File: config.mk
export PLATFORM = sky130hd
export DESIGN_NAME = irq_regbank
export DESIGN_NICKNAME = d
export VERILOG_FILES = /design/src/rtl/irq_regbank_pkg.sv /design/src/rtl/irq_regbank_ctrl.sv /design/src/rtl/irq_regbank_dp.sv /design/src/rtl/irq_regbank.sv
export SDC_FILE = /design/constraint.sdc
export NUM_CORES = 1
export LEC_CHECK = 0
export ABC_AREA = 1
export BUFFER_PORTS_ARGS = -buffer_cell sky130_fd_sc_hd__buf_2
export CORE_MARGIN = 5
export CORE_UTILIZATION = 43
export DETAILED_ROUTE_END_ITERATION = 8
export PLACE_DENSITY = 0.73
export RECOVER_POWER = 50
export SLEW_MARGIN = 20
export SYNTH_ARGS = -nofsm -noshare
export SYNTH_HDL_FRONTEND = slang
export SYNTH_SLANG_ARGS = --single-unit
export TNS_END_PERCENT = 100
File: constraint.sdc
create_clock -name clk -period 0.85 [get_ports clk]
set_clock_uncertainty 0.1 [all_clocks]
set_input_delay 0.1275 -clock clk [delete_from_list [all_inputs] [get_ports clk]]
set_output_delay 0.1275 -clock clk [all_outputs]
set_load 0.02 [all_outputs]
File: src/rtl/irq_regbank_pkg.sv
package irq_regbank_pkg;
  localparam int SYS_FLAGS = 5;
  localparam int SER_BITS  = 4;
  localparam int NUM_IRQ   = 3 + SER_BITS;

  // system register bit positions (enables at address 0, flags at address 2)
  localparam int POS_WDT  = 0;
  localparam int POS_OSC  = 1;
  localparam int POS_PWR  = 2;
  localparam int POS_PIN  = 3;
  localparam int POS_NMI  = 4;
  localparam int POS_FLSH = 5;

  localparam logic [SYS_FLAGS-1:0] PWRON_SYS = 5'b00110;
  localparam logic [SER_BITS-1:0]  CLEAR_SER = 4'b1010;

  typedef struct packed {
    logic hardInit;   // power-on reset
    logic softInit;   // power-up clear, also raised by power-on
    logic wrIeSys;
    logic wrIeSer;
    logic wrIfgSys;
    logic wrIfgSer;
  } bankStrobes_t;
endpackage

File: src/rtl/irq_regbank_ctrl.sv
module irq_regbank_ctrl
  import irq_regbank_pkg::*;
#(
  parameter int ADDR_W = 2
) (
  input  logic              porRst,
  input  logic              pucRst,
  input  logic [ADDR_W-1:0] addr,
  input  logic              wrEn,
  output bankStrobes_t      strobes
);
  logic busWr;
  assign busWr = wrEn && !pucRst && !porRst;

  always_comb begin
    strobes          = '0;
    strobes.hardInit = porRst;
    strobes.softInit = porRst || pucRst;
    strobes.wrIeSys  = busWr && (addr == ADDR_W'(0));
    strobes.wrIeSer  = busWr && (addr == ADDR_W'(1));
    strobes.wrIfgSys = busWr && (addr == ADDR_W'(2));
    strobes.wrIfgSer = busWr && (addr == ADDR_W'(3));
  end
endmodule

File: src/rtl/irq_regbank_dp.sv
module irq_regbank_dp
  import irq_regbank_pkg::*;
#(
  parameter int ADDR_W = 2,
  parameter int DATA_W = 8
) (
  input  logic                 clk,
  input  bankStrobes_t         strobes,
  input  logic [ADDR_W-1:0]    addr,
  input  logic [DATA_W-1:0]    wrData,
  output logic [DATA_W-1:0]    rdData,
  input  logic                 wdtIntervalMode,
  input  logic                 wdtOverflow,
  input  logic                 wdtKeyViolation,
  input  logic                 oscFault,
  input  logic                 nmiEdge,
  input  logic                 rstPinReset,
  input  logic [SER_BITS-1:0]  serialEvt,
  output logic [3:0]           ieSys,
  output logic [SYS_FLAGS-1:0] ifgSys,
  output logic [SER_BITS-1:0]  ieSer,
  output logic [SER_BITS-1:0]  ifgSer,
  output logic [NUM_IRQ-1:0]   irqReq
);
  // ieSys packing: [3] flash, [2] nmi, [1] osc, [0] watchdog
  logic [3:0]           ieSysN;
  logic [SYS_FLAGS-1:0] ifgSysN;
  logic [SER_BITS-1:0]  ieSerN, ifgSerN;
  logic [NUM_IRQ-1:0]   irqN;

  always_comb begin
    ieSysN  = ieSys;
    ieSerN  = ieSer;
    ifgSysN = ifgSys;
    ifgSerN = ifgSer;
    if (strobes.wrIeSys)
      ieSysN = {wrData[POS_FLSH], wrData[POS_NMI], wrData[POS_OSC], wrData[POS_WDT]};
    if (strobes.wrIeSer)  ieSerN  = wrData[SER_BITS-1:0];
    if (strobes.wrIfgSys) ifgSysN = wrData[SYS_FLAGS-1:0];
    if (strobes.wrIfgSer) ifgSerN = wrData[SER_BITS-1:0];
    if (rstPinReset) begin
      ifgSysN[POS_WDT] = 1'b0;
      ifgSysN[POS_PIN] = 1'b1;
    end
    if (wdtOverflow || wdtKeyViolation) ifgSysN[POS_WDT] = 1'b1;
    if (oscFault) ifgSysN[POS_OSC] = 1'b1;
    if (nmiEdge)  ifgSysN[POS_NMI] = 1'b1;
    ifgSerN = ifgSerN | serialEvt;
    if (strobes.softInit) begin
      ieSysN           = '0;
      ieSerN           = '0;
      ifgSysN[POS_OSC] = 1'b1;
      ifgSysN[POS_NMI] = 1'b0;
      ifgSerN          = CLEAR_SER;
    end
    if (strobes.hardInit) ifgSysN = PWRON_SYS;
  end

  always_comb begin
    irqN = '0;
    if (!strobes.softInit) begin
      irqN[0] = ieSys[0] && ifgSys[POS_WDT] && wdtIntervalMode;
      irqN[1] = ieSys[1] && ifgSys[POS_OSC];
      irqN[2] = ieSys[2] && ifgSys[POS_NMI];
      irqN[NUM_IRQ-1:3] = ieSer & ifgSer;
    end
  end

  always_ff @(posedge clk) begin
    ieSys  <= ieSysN;
    ieSer  <= ieSerN;
    ifgSys <= ifgSysN;
    ifgSer <= ifgSerN;
    irqReq <= irqN;
  end

  always_comb begin
    rdData = '0;
    case (addr)
      ADDR_W'(0): begin
        rdData[POS_FLSH] = ieSys[3];
        rdData[POS_NMI]  = ieSys[2];
        rdData[POS_OSC]  = ieSys[1];
        rdData[POS_WDT]  = ieSys[0];
      end
      ADDR_W'(1): rdData[SER_BITS-1:0]  = ieSer;
      ADDR_W'(2): rdData[SYS_FLAGS-1:0] = ifgSys;
      default:    rdData[SER_BITS-1:0]  = ifgSer;
    endcase
  end
endmodule

File: src/rtl/irq_regbank.sv
module irq_regbank
  import irq_regbank_pkg::*;
#(
  parameter int ADDR_W = 2,
  parameter int DATA_W = 8
) (
  input  logic              clk,
  input  logic              porRst,
  input  logic              pucRst,
  input  logic [ADDR_W-1:0] addr,
  input  logic              wrEn,
  input  logic [DATA_W-1:0] wrData,
  output logic [DATA_W-1:0] rdData,
  input  logic              wdtIntervalMode,
  input  logic              wdtOverflow,
  input  logic              wdtKeyViolation,
  input  logic              oscFault,
  input  logic              nmiEdge,
  input  logic              rstPinReset,
  input  logic [3:0]        serialEvt,
  output logic [6:0]        irqReq
);
  bankStrobes_t         strobes;
  logic [3:0]           ieSys;
  logic [SYS_FLAGS-1:0] ifgSys;
  logic [SER_BITS-1:0]  ieSer, ifgSer;

  irq_regbank_ctrl #(.ADDR_W(ADDR_W)) ctrl_i (
    .porRst(porRst), .pucRst(pucRst), .addr(addr), .wrEn(wrEn), .strobes(strobes)
  );

  irq_regbank_dp #(.ADDR_W(ADDR_W), .DATA_W(DATA_W)) dp_i (
    .clk(clk), .strobes(strobes), .addr(addr), .wrData(wrData), .rdData(rdData),
    .wdtIntervalMode(wdtIntervalMode), .wdtOverflow(wdtOverflow),
    .wdtKeyViolation(wdtKeyViolation), .oscFault(oscFault), .nmiEdge(nmiEdge),
    .rstPinReset(rstPinReset), .serialEvt(serialEvt),
    .ieSys(ieSys), .ifgSys(ifgSys), .ieSer(ieSer), .ifgSer(ifgSer), .irqReq(irqReq)
  );
endmodule

* Word level (Yosys, flattened, before mapping)
Index checks and enable logic that the tools add are counted.
W data, S select, Z words.
** Word-level totals
- Register bits :: 24
- Latch bits :: 0
- Memory bits (writable) :: 0
- Memory bits (read-only) :: 0
- Word-level logic and storage cells :: 44
- Memories kept :: 0
** Cells by class
- Add/subtract/negate cells :: 0
- Multiply operators :: 0
- Div/mod/pow operators :: 0
- Magnitude comparators :: 0
- Equality and inequality tests :: 3
- Shifts and indexed selects :: 0
- Multiplexer cells :: 10
- Bitwise gates (word level) :: 2
- Reduce and logical (&&, ||, !) cells :: 20
** Operators with widths (number)
- $pmux W2 S3 :: 2
- $logic_and A1 B1 Y1 :: 10
- $mux W1 :: 5
- $mux W5 :: 1
- $and A4 B4 Y4 :: 1
- $eq A2 B2 Y1 const B :: 2
- $mux W4 :: 1
- $or A4 B4 Y4 :: 1
- $reduce_bool A2 Y1 :: 2
- $reduce_bool A3 Y1 :: 1
- $reduce_or A3 Y1 :: 1
- $eq A2 B1 Y1 const B :: 1
- $logic_not A1 Y1 :: 2
- $logic_not A2 Y1 :: 1
- $logic_or A1 B1 Y1 :: 2
- $pmux W1 S2 :: 1
- $reduce_or A2 Y1 :: 1

* Logic depth before layout (Yosys ltp)
Gate-level depths: netlist of run 1.
- Word-level depth :: 7
- Mapped depth :: 7
- Mapped depth without buffers :: 7

* Cells and area by module
From an unflattened synthesis of run 1, not the netlist that was laid out.
** Unflattened totals
- Cell total of the unflattened synthesis :: 151
- Area total of the unflattened synthesis :: 1083.5 sq um
** Modules (own cells, without submodules)
- irq_regbank_dp :: times used 1, cells an instance 137, area an instance 1022.2 sq um
- irq_regbank_ctrl :: times used 1, cells an instance 14, area an instance 61.3 sq um

* Worst setup path before layout of run 1
OpenSTA, ideal clock, no wires.
- Kind :: register -> output
- Start :: register dp_i.ifgSys[0]
- End :: output rdData[0]
- Data arrival time :: 0.768 ns
- Data required time :: 0.622 ns
- Setup slack :: -0.146 ns
- Cell stages (with the launch flop) :: 3
- Path buffers :: 0
- Cells stage by stage :: dfxtp_1 -> inv_1 -> o2111ai_1
** On the way
- Word-level cells in the longest chain between the ends :: 1
** Ends and longest elaborated chain
- start, declared :: RTL line irq_regbank_dp.sv:20 : output logic [SYS_FLAGS-1:0] ifgSys,
- start signal, assigned :: RTL line irq_regbank_dp.sv:72 : ifgSys <= ifgSysN;
- $pmux W2 S3 :: RTL line irq_regbank_dp.sv:79 : case (addr)
- end, declared :: RTL line irq_regbank.sv:13 : output logic [DATA_W-1:0] rdData,
Every way passes these cells.

* Worst setup path after layout of run 1
- Start :: register dp_i.ifgSer[3]
- End :: output rdData[3]
** On the way
- Word-level cells in the longest chain between the ends :: 1
** Ends and longest elaborated chain
- start, declared :: RTL line irq_regbank_dp.sv:22 : output logic [SER_BITS-1:0] ifgSer,
- start signal, assigned :: RTL line irq_regbank_dp.sv:73 : ifgSer <= ifgSerN;
- $pmux W2 S3 :: RTL line irq_regbank_dp.sv:79
Every way passes these cells.

==> summary.md, run 1 <==
| Metric | Value |
|---|---|
| Status | complete, but fails checks |
| Failing checks | negative hold slack, negative setup slack |
| Die ar. | 3650 sq um |
| Core box area | 2450 sq um |
| Post-Synthesis Mean Instance Area | 7.59 sq um |
| Post-Syn Area | 1090 sq um |
| Number of global-route vias before repair | 1,296 |
| Final count of hold timing violations | 3 |
| Reg2reg path depth | 7 |
| Achievable Freq | 752 MHz |
| Area Overhead vs Synth | 75.9% |
| Synth Register Bits | 24 |
| Clock Path Buffers | 2 |
| Layout cell share with drive strength beyond 1 | 58.1% |
| Post-synth cell types | 27 |
| Setup crit end | rdData[3] |
| FF-to-FF setup slack | -0.15 ns |
| Filler cells | 167 |
| Required @ worst endpoint | 0.62 ns |
| First-pass GRT wire length | 5780 microns |
| Htree depth | 1 |
| Num CTS Buffers | 3 |
| Period utilization | 157% |
| DRC viols | 0 |
| Power Dens Cells | 1190 nW/um^2 |
| Diode count | 0 |
| Crit Path Class | register to primary output |
| Synth Warn # | 0 |
| R2r startpoint | dp_i.ifgSys[0] |
| Cells after Synth | 144 |
| Min cycle time layout | 1.33 ns |
| Seq/Total Area, Yosys | 44.0% |
| CP Launch Type | register |
| WHS | -0.0185 ns |
| Worst-path clk slew | 0.14 ns |
| Pre-CTS setup slack | -0.428 ns |
| Total gr overflow | 0 |
| Crit end category | primary output |
| Clock Sinks | 24 |
| WL final | 3690 microns |
| Total iterations of the first detailed-routing run | 4 |
| GPL Wtd Cong | 0.819 |
| Root buf cell | clkbuf_4 |
| Most common cell after layout, fill and taps aside | nand2_1 |
| Accumulated negative setup slack | -3.92 ns |
| Worst setup path startpoint | dp_i.ifgSer[3] |
| Die Width | 60.4 microns |
| Clock Latency Late Sink | 0.33 ns |
| Die Ht | 60.4 microns |
| Routed wire per std cell | 14.9 microns |
| WP data arrival | 1.10 ns |
| Initial antenna violation count | 0 |
| Most frequent cells in the layout | nand2_1 (31), buf_2 (21), dfxtp_2 (20), buf_6 (20), buf_4 (18) |
| Initial core utilization | 44.5% |
| Setup-failing EPs final | 17 |
| All-layer global routing usage | 21.7% |
| Slew Viols, Final | 0 |
| CTS tree | built |
| Vias | 1,227 |
| IO buf count | 34 |
| Final WS setup | -0.480 ns |
| Starting DRT DRC Count | 41 |
| Ports | 39 |
| FP Rows | 18 |
| Max Cap Violations | 0 |
| RSZ-0062 raised after global routing | yes |
| Peak VDD IR | 1280 uV |
| Worst Path Max Fanout | 2 |
| Synth top area cells | dfxtp_1 (44%), nand2_1 (12%), inv_1 (6.2%) |
| Final HPWL DP | 2250 microns |
| Antenna-violating nets left | 0 |
| Leak pwr | 0.881 nW |
| Vias/cell | 4.97 |
| HP Class | input pin to register |
| Largest net degree at the start of global routing | 14 |
| RR Endpoint | dp_i.ifgSys[0] |
| Cell taking the most area after synthesis | dfxtp_1 |
| Final net count | 242 |
| Synth top area share | 44.0% |
## routing by layer
layer  wire length [microns]  GRT usage (%)
met3                     248           4.68
met5                       0              0
met1                    1360           23.8
met2                    1940           38.1
met4                     132           12.7
## stage by stage
step	util [%]	std cells	total power, mW	instance area, sq um	hold WS (ns)
after floorplan	-	145	1.38	1170	0.123
after global placement	61.8	227	1.54	1520	0.210
after detailed placement	61.8	227	1.55	1520	0.219
after CTS	74.7	246	2.22	1830	-0.0229
after global routing	78.3	247	2.40	1920	0.00274
final	78.3	247	2.29	1920	-0.0185
## where the power goes
| part | total [mW] | internal [mW] | switching [mW] |
|---|---|---|---|
| combinational | 0.503 | 0.240 | 0.262 |
| clock | 0.629 | 0.263 | 0.366 |
| sequential | 1.16 | 1.15 | 0.0140 |
## state kept, by name, indices dropped and copies added, names as in the netlist
name	flops
dp_i.ifgSys	5
dp_i.ieSer	4
dp_i.ifgSer	4
dp_i.ieSys	4
dp_i.irqReq	7
## repair_timing
item / 4_1_cts / 5_1_grt
pin swaps: 13 / 9
hold endpoints to repair: 13 / 3
setup buffers: 6 / 3
setup endpoints to repair: 22 / 30
hold buffers: 10 / 2
gates resized for setup: 58 / 24
## worst min-delay path by stage
| stage | from | cells past startpoint | to | slack, ns |
|---|---|---|---|---|
| 2_1_floorplan | serialEvt[1] | 2 | dp_i.ifgSer[1] | 0.12 |
| 3_3_place_gp | serialEvt[1] | 3 | dp_i.ifgSer[1] | 0.21 |
| 3_5_place_dp | serialEvt[1] | 3 | dp_i.ifgSer[1] | 0.22 |
| 4_1_cts | serialEvt[0] | 4 | dp_i.ifgSer[0] | -0.02 |
| 5_1_grt | serialEvt[2] | 4 | dp_i.ifgSer[2] | 0.003 |
| 6_report | serialEvt[2] | 4 | dp_i.ifgSer[2] | -0.02 |
## cell usage after synthesis
cell / n
nand3_1: 5
nor2_8: 1
clkinv_1: 2
o211ai_1: 1
nor2_4: 1
nand2_2: 3
o2111ai_1: 2
buf_4: 2
nand3_2: 3
o221ai_1: 1
inv_1: 18
nor2_2: 2
nor3_1: 1
nand3_4: 1
a21oi_1: 7
nand2_1: 34
nor2_1: 12
dfxtp_1: 24
o21ai_0: 1
nor3_4: 1
nand3b_1: 4
buf_2: 1
nand4_1: 3
conb_1: 1
o22ai_1: 1
inv_2: 4
o21ai_1: 8
## cell families after synthesis
| family | Yosys count | synth area share (%) |
|---|---|---|
| and+or+nand+nor | 71 | 34.6 |
| AOI/OAI and AO/OA | 21 | 11.0 |
| DFF | 24 | 44.0 |
| other | 1 | 0.343 |
| buffers and inverters | 27 | 10.1 |
## critical path, stage by stage (launching register included)
cell      delay [ns]
dfxtp_2         0.38
inv_2           0.06
o221ai_4        0.19
buf_6           0.14
## final cells by class
cell class / count / area [sq um] / share of cell area [%]
inverters: 24 / 92.6 / 4.82
flip-flops and latches: 24 / 505 / 26.3
repair buffers: 71 / 598 / 31.1
well taps: 30 / 37.5 / 1.95
multi-input cells: 94 / 652 / 33.9
clock buffers: 4 / 36.3 / 1.89
No activity file was read; power rests on OpenSTA's default activity.
==> run 2, diff against run 1 <==
- PLACE_DENSITY: 0.73 -> 0.74
- SETUP_SLACK_MARGIN: not set -> 0.05
- SYNTH_HIERARCHICAL: not set -> 1
==> run 2 against run 1 <==
Compared with the run above: the flow still finishes with violations (negative hold slack, negative setup slack); utilization down 1.8 points; sequential power about the same; area after synthesis down 0.80%.
==> summary.md, run 2 <==
| Metric | Value |
|---|---|
| DRC viols | 0 |
| Biggest regs | dp_i/irqReq: 7 flops, dp_i/ifgSys: 5 flops |
| Achievable Freq | 805 MHz |
| RSZ-0062 raised after global routing | yes |
| Clock Latency Late Sink | 0.30 ns |
| CTS tree | built |
| Max Cap Violations | 0 |
| Top FF cell, synth | dfxtp_1 |
| Max reg flops | 7 |
| Root buf cell | clkbuf_4 |
| Synth Warn # | 6 |
| Top-count cell post-synth | nand2_1 |
| Total placed cells including tap cells | 235 |
| Number of global-route vias before repair | 1,194 |
| Synth Register Bits | 24 |
| Post-Synthesis Mean Instance Area | 7.18 sq um |
| Power Dens Cells | 1100 nW/um^2 |
| Worst Path Max Fanout | 2 |
| Biggest register | dp_i/irqReq |
| Post-synth top cells | nand2_1 (34), nor2_1 (25), dfxtp_1 (24) |
| Slew Viols, Final | 0 |
| Total gr overflow | 0 |
| Ports | 39 |
| Die Ht | 60.2 microns |
| Cells along the critical path | nand2_1 > nand4_1 > buf_4 |
| Most common cell after layout, fill and taps aside | nand2_1 |
| WP data arrival | 1.01 ns |
| Synth top area share | 44.3% |
| All-layer global routing usage | 19.1% |
| Vias | 1,268 |
| IO buf count | 34 |
| Vias/cell | 5.13 |
| Cells after Synth | 151 |
| Leak pwr | 0.838 nW |
| WHS | -0.107 ns |
| First-pass GRT wire length | 5170 microns |
| Cell taking the most area after synthesis | dfxtp_1 |
| Initial core utilization | 44.1% |
| Htree depth | 1 |
| Status | complete, but fails checks |
| Seq/Total Area, Yosys | 44.3% |
| HP Class | input pin to register |
| Largest net degree at the start of global routing | 13 |
| Failing checks | negative hold slack, negative setup slack |
| Worst-path clk slew | 0.13 ns |
| Crit Path Class | register to primary output |
| Post-synth EDFFs | 0 |
| Clock Path Buffers | 2 |
| Period utilization | 146% |
| CP max-delay cell | dfxtp_2 |
| Starting DRT DRC Count | 42 |
| Core box area | 2450 sq um |
| CP max stage delay | 0.34 ns |
| Layout cell share with drive strength beyond 1 | 67.7% |
| Final HPWL DP | 2400 microns |
| Final net count | 243 |
| Clock Sinks | 24 |
| Num CTS Buffers | 3 |
| Instance area at placement | 1510 sq um |
| Fin area | 1880 sq um |
| Accumulated negative setup slack | -3.52 ns |
| Total iterations of the first detailed-routing run | 4 |
| Hold_buf cts | 1 |
| Routed wire per std cell | 14.2 microns |
| Die Width | 60.2 microns |
| Area Overhead vs Synth | 73.2% |
| Crit end category | primary output |
| Post-Syn Area | 1080 sq um |
| Final WS setup | -0.392 ns |
| Final count of hold timing violations | 10 |
| Initial antenna violation count | 0 |
| Peak VDD IR | 845 uV |
| CP Launch Type | register |
| Post-synth ARST share | 0% |
| FP Rows | 18 |
| Final non-filler cell total | 247 |
| GPL Wtd Cong | 0.886 |
| Required @ worst endpoint | 0.62 ns |
| Antenna-violating nets left | 0 |
| WL final | 3510 microns |
| Most frequent cells in the layout | nand2_1 (25), buf_6 (24), dfxtp_2 (22) |
| Post-synth cell types | 20 |
| Diode count | 0 |
| Synth top area cells | dfxtp_1 (44%), nand2_1 (12%), nor2_1 (8.7%) |
| Min cycle time layout | 1.24 ns |
| Die ar. | 3620 sq um |
| Setup-failing EPs final | 21 |
==> run 2: repair_timing <==
item,CTS,global route
pin swaps,22,18
gates cloned,0,0
resized for setup,70,25
setup buffers,4,8
endpoints found under the setup margin,25,30
hold endpoints to repair,12,12
==> run 2: where the power goes <==
group	internal (mW)	leakage (nW)	total [mW]	switching (mW)
combinational	0.191	0.622	0.421	0.229
sequential	1.14	0.202	1.16	0.0147
clock	0.165	0.0138	0.482	0.317
total	1.50	0.838	2.06	0.561
==> run 2: per-stage QoR <==
stage                     util, %  setup WS (ns)  power [mW]  hold WS [ns]
after floorplan                 -         -0.125        1.37         0.116
after global placement       61.4         -0.275        1.50         0.205
after detailed placement     61.4         -0.339        1.51         0.209
after CTS                    71.9         -0.390        2.03        -0.117
after global routing         76.5         -0.467        2.18        -0.125
final                        76.5         -0.392        2.06        -0.107
==> run 2: final timing paths <==
check,from,to,slack (ns),cells after the start
worst max register to register,dp_i/ifgSer[0],dp_i/ifgSer[0],-0.19,6
worst min-delay path,serialEvt[3],dp_i/ifgSer[3],-0.11,3
worst max-delay path,dp_i/ieSys[1],rdData[1],-0.39,3
worst min register to register,dp_i/ieSys[2],dp_i/irqReq[2],0.37,2
==> run 2: cells by family after synthesis <==
logic type | share of synthesized area (%)
AOI/OAI and AO/OA | 13.0
buffers and inverters | 12.0
DFF | 44.3
other | 0.346
and+or+nand+nor | 30.3
==> run 2: worst max-delay path: cells and delay by family (launching register included) <==
kind,cells,cell delay (ns)
buffers and inverters,1,0.17
AND/OR/NAND/NOR,2,0.19
flip-flops,1,0.34
==> run 2: per-layer routing <==
| layer | GRT usage, % | up-vias | wire length (microns) |
|---|---|---|---|
| met4 | 9.49 | 0 | 108 |
| met1 | 22.4 | 587 | 1410 |
| met3 | 2.16 | 12 | 211 |
| li1 | - | 609 | - |
| met5 | 0 | - | 0 |
| met2 | 34.0 | 60 | 1780 |
==> run 2: layout make-up <==
class	count	area, sq um
Sequential cell	24	508
Clock buffer	3	22.5
Fill cell	160	578
Tap cell	30	37.5
Multi-Input combinational cell	103	659
Timing Repair Buffer	68	573
Inverter	19	76.3
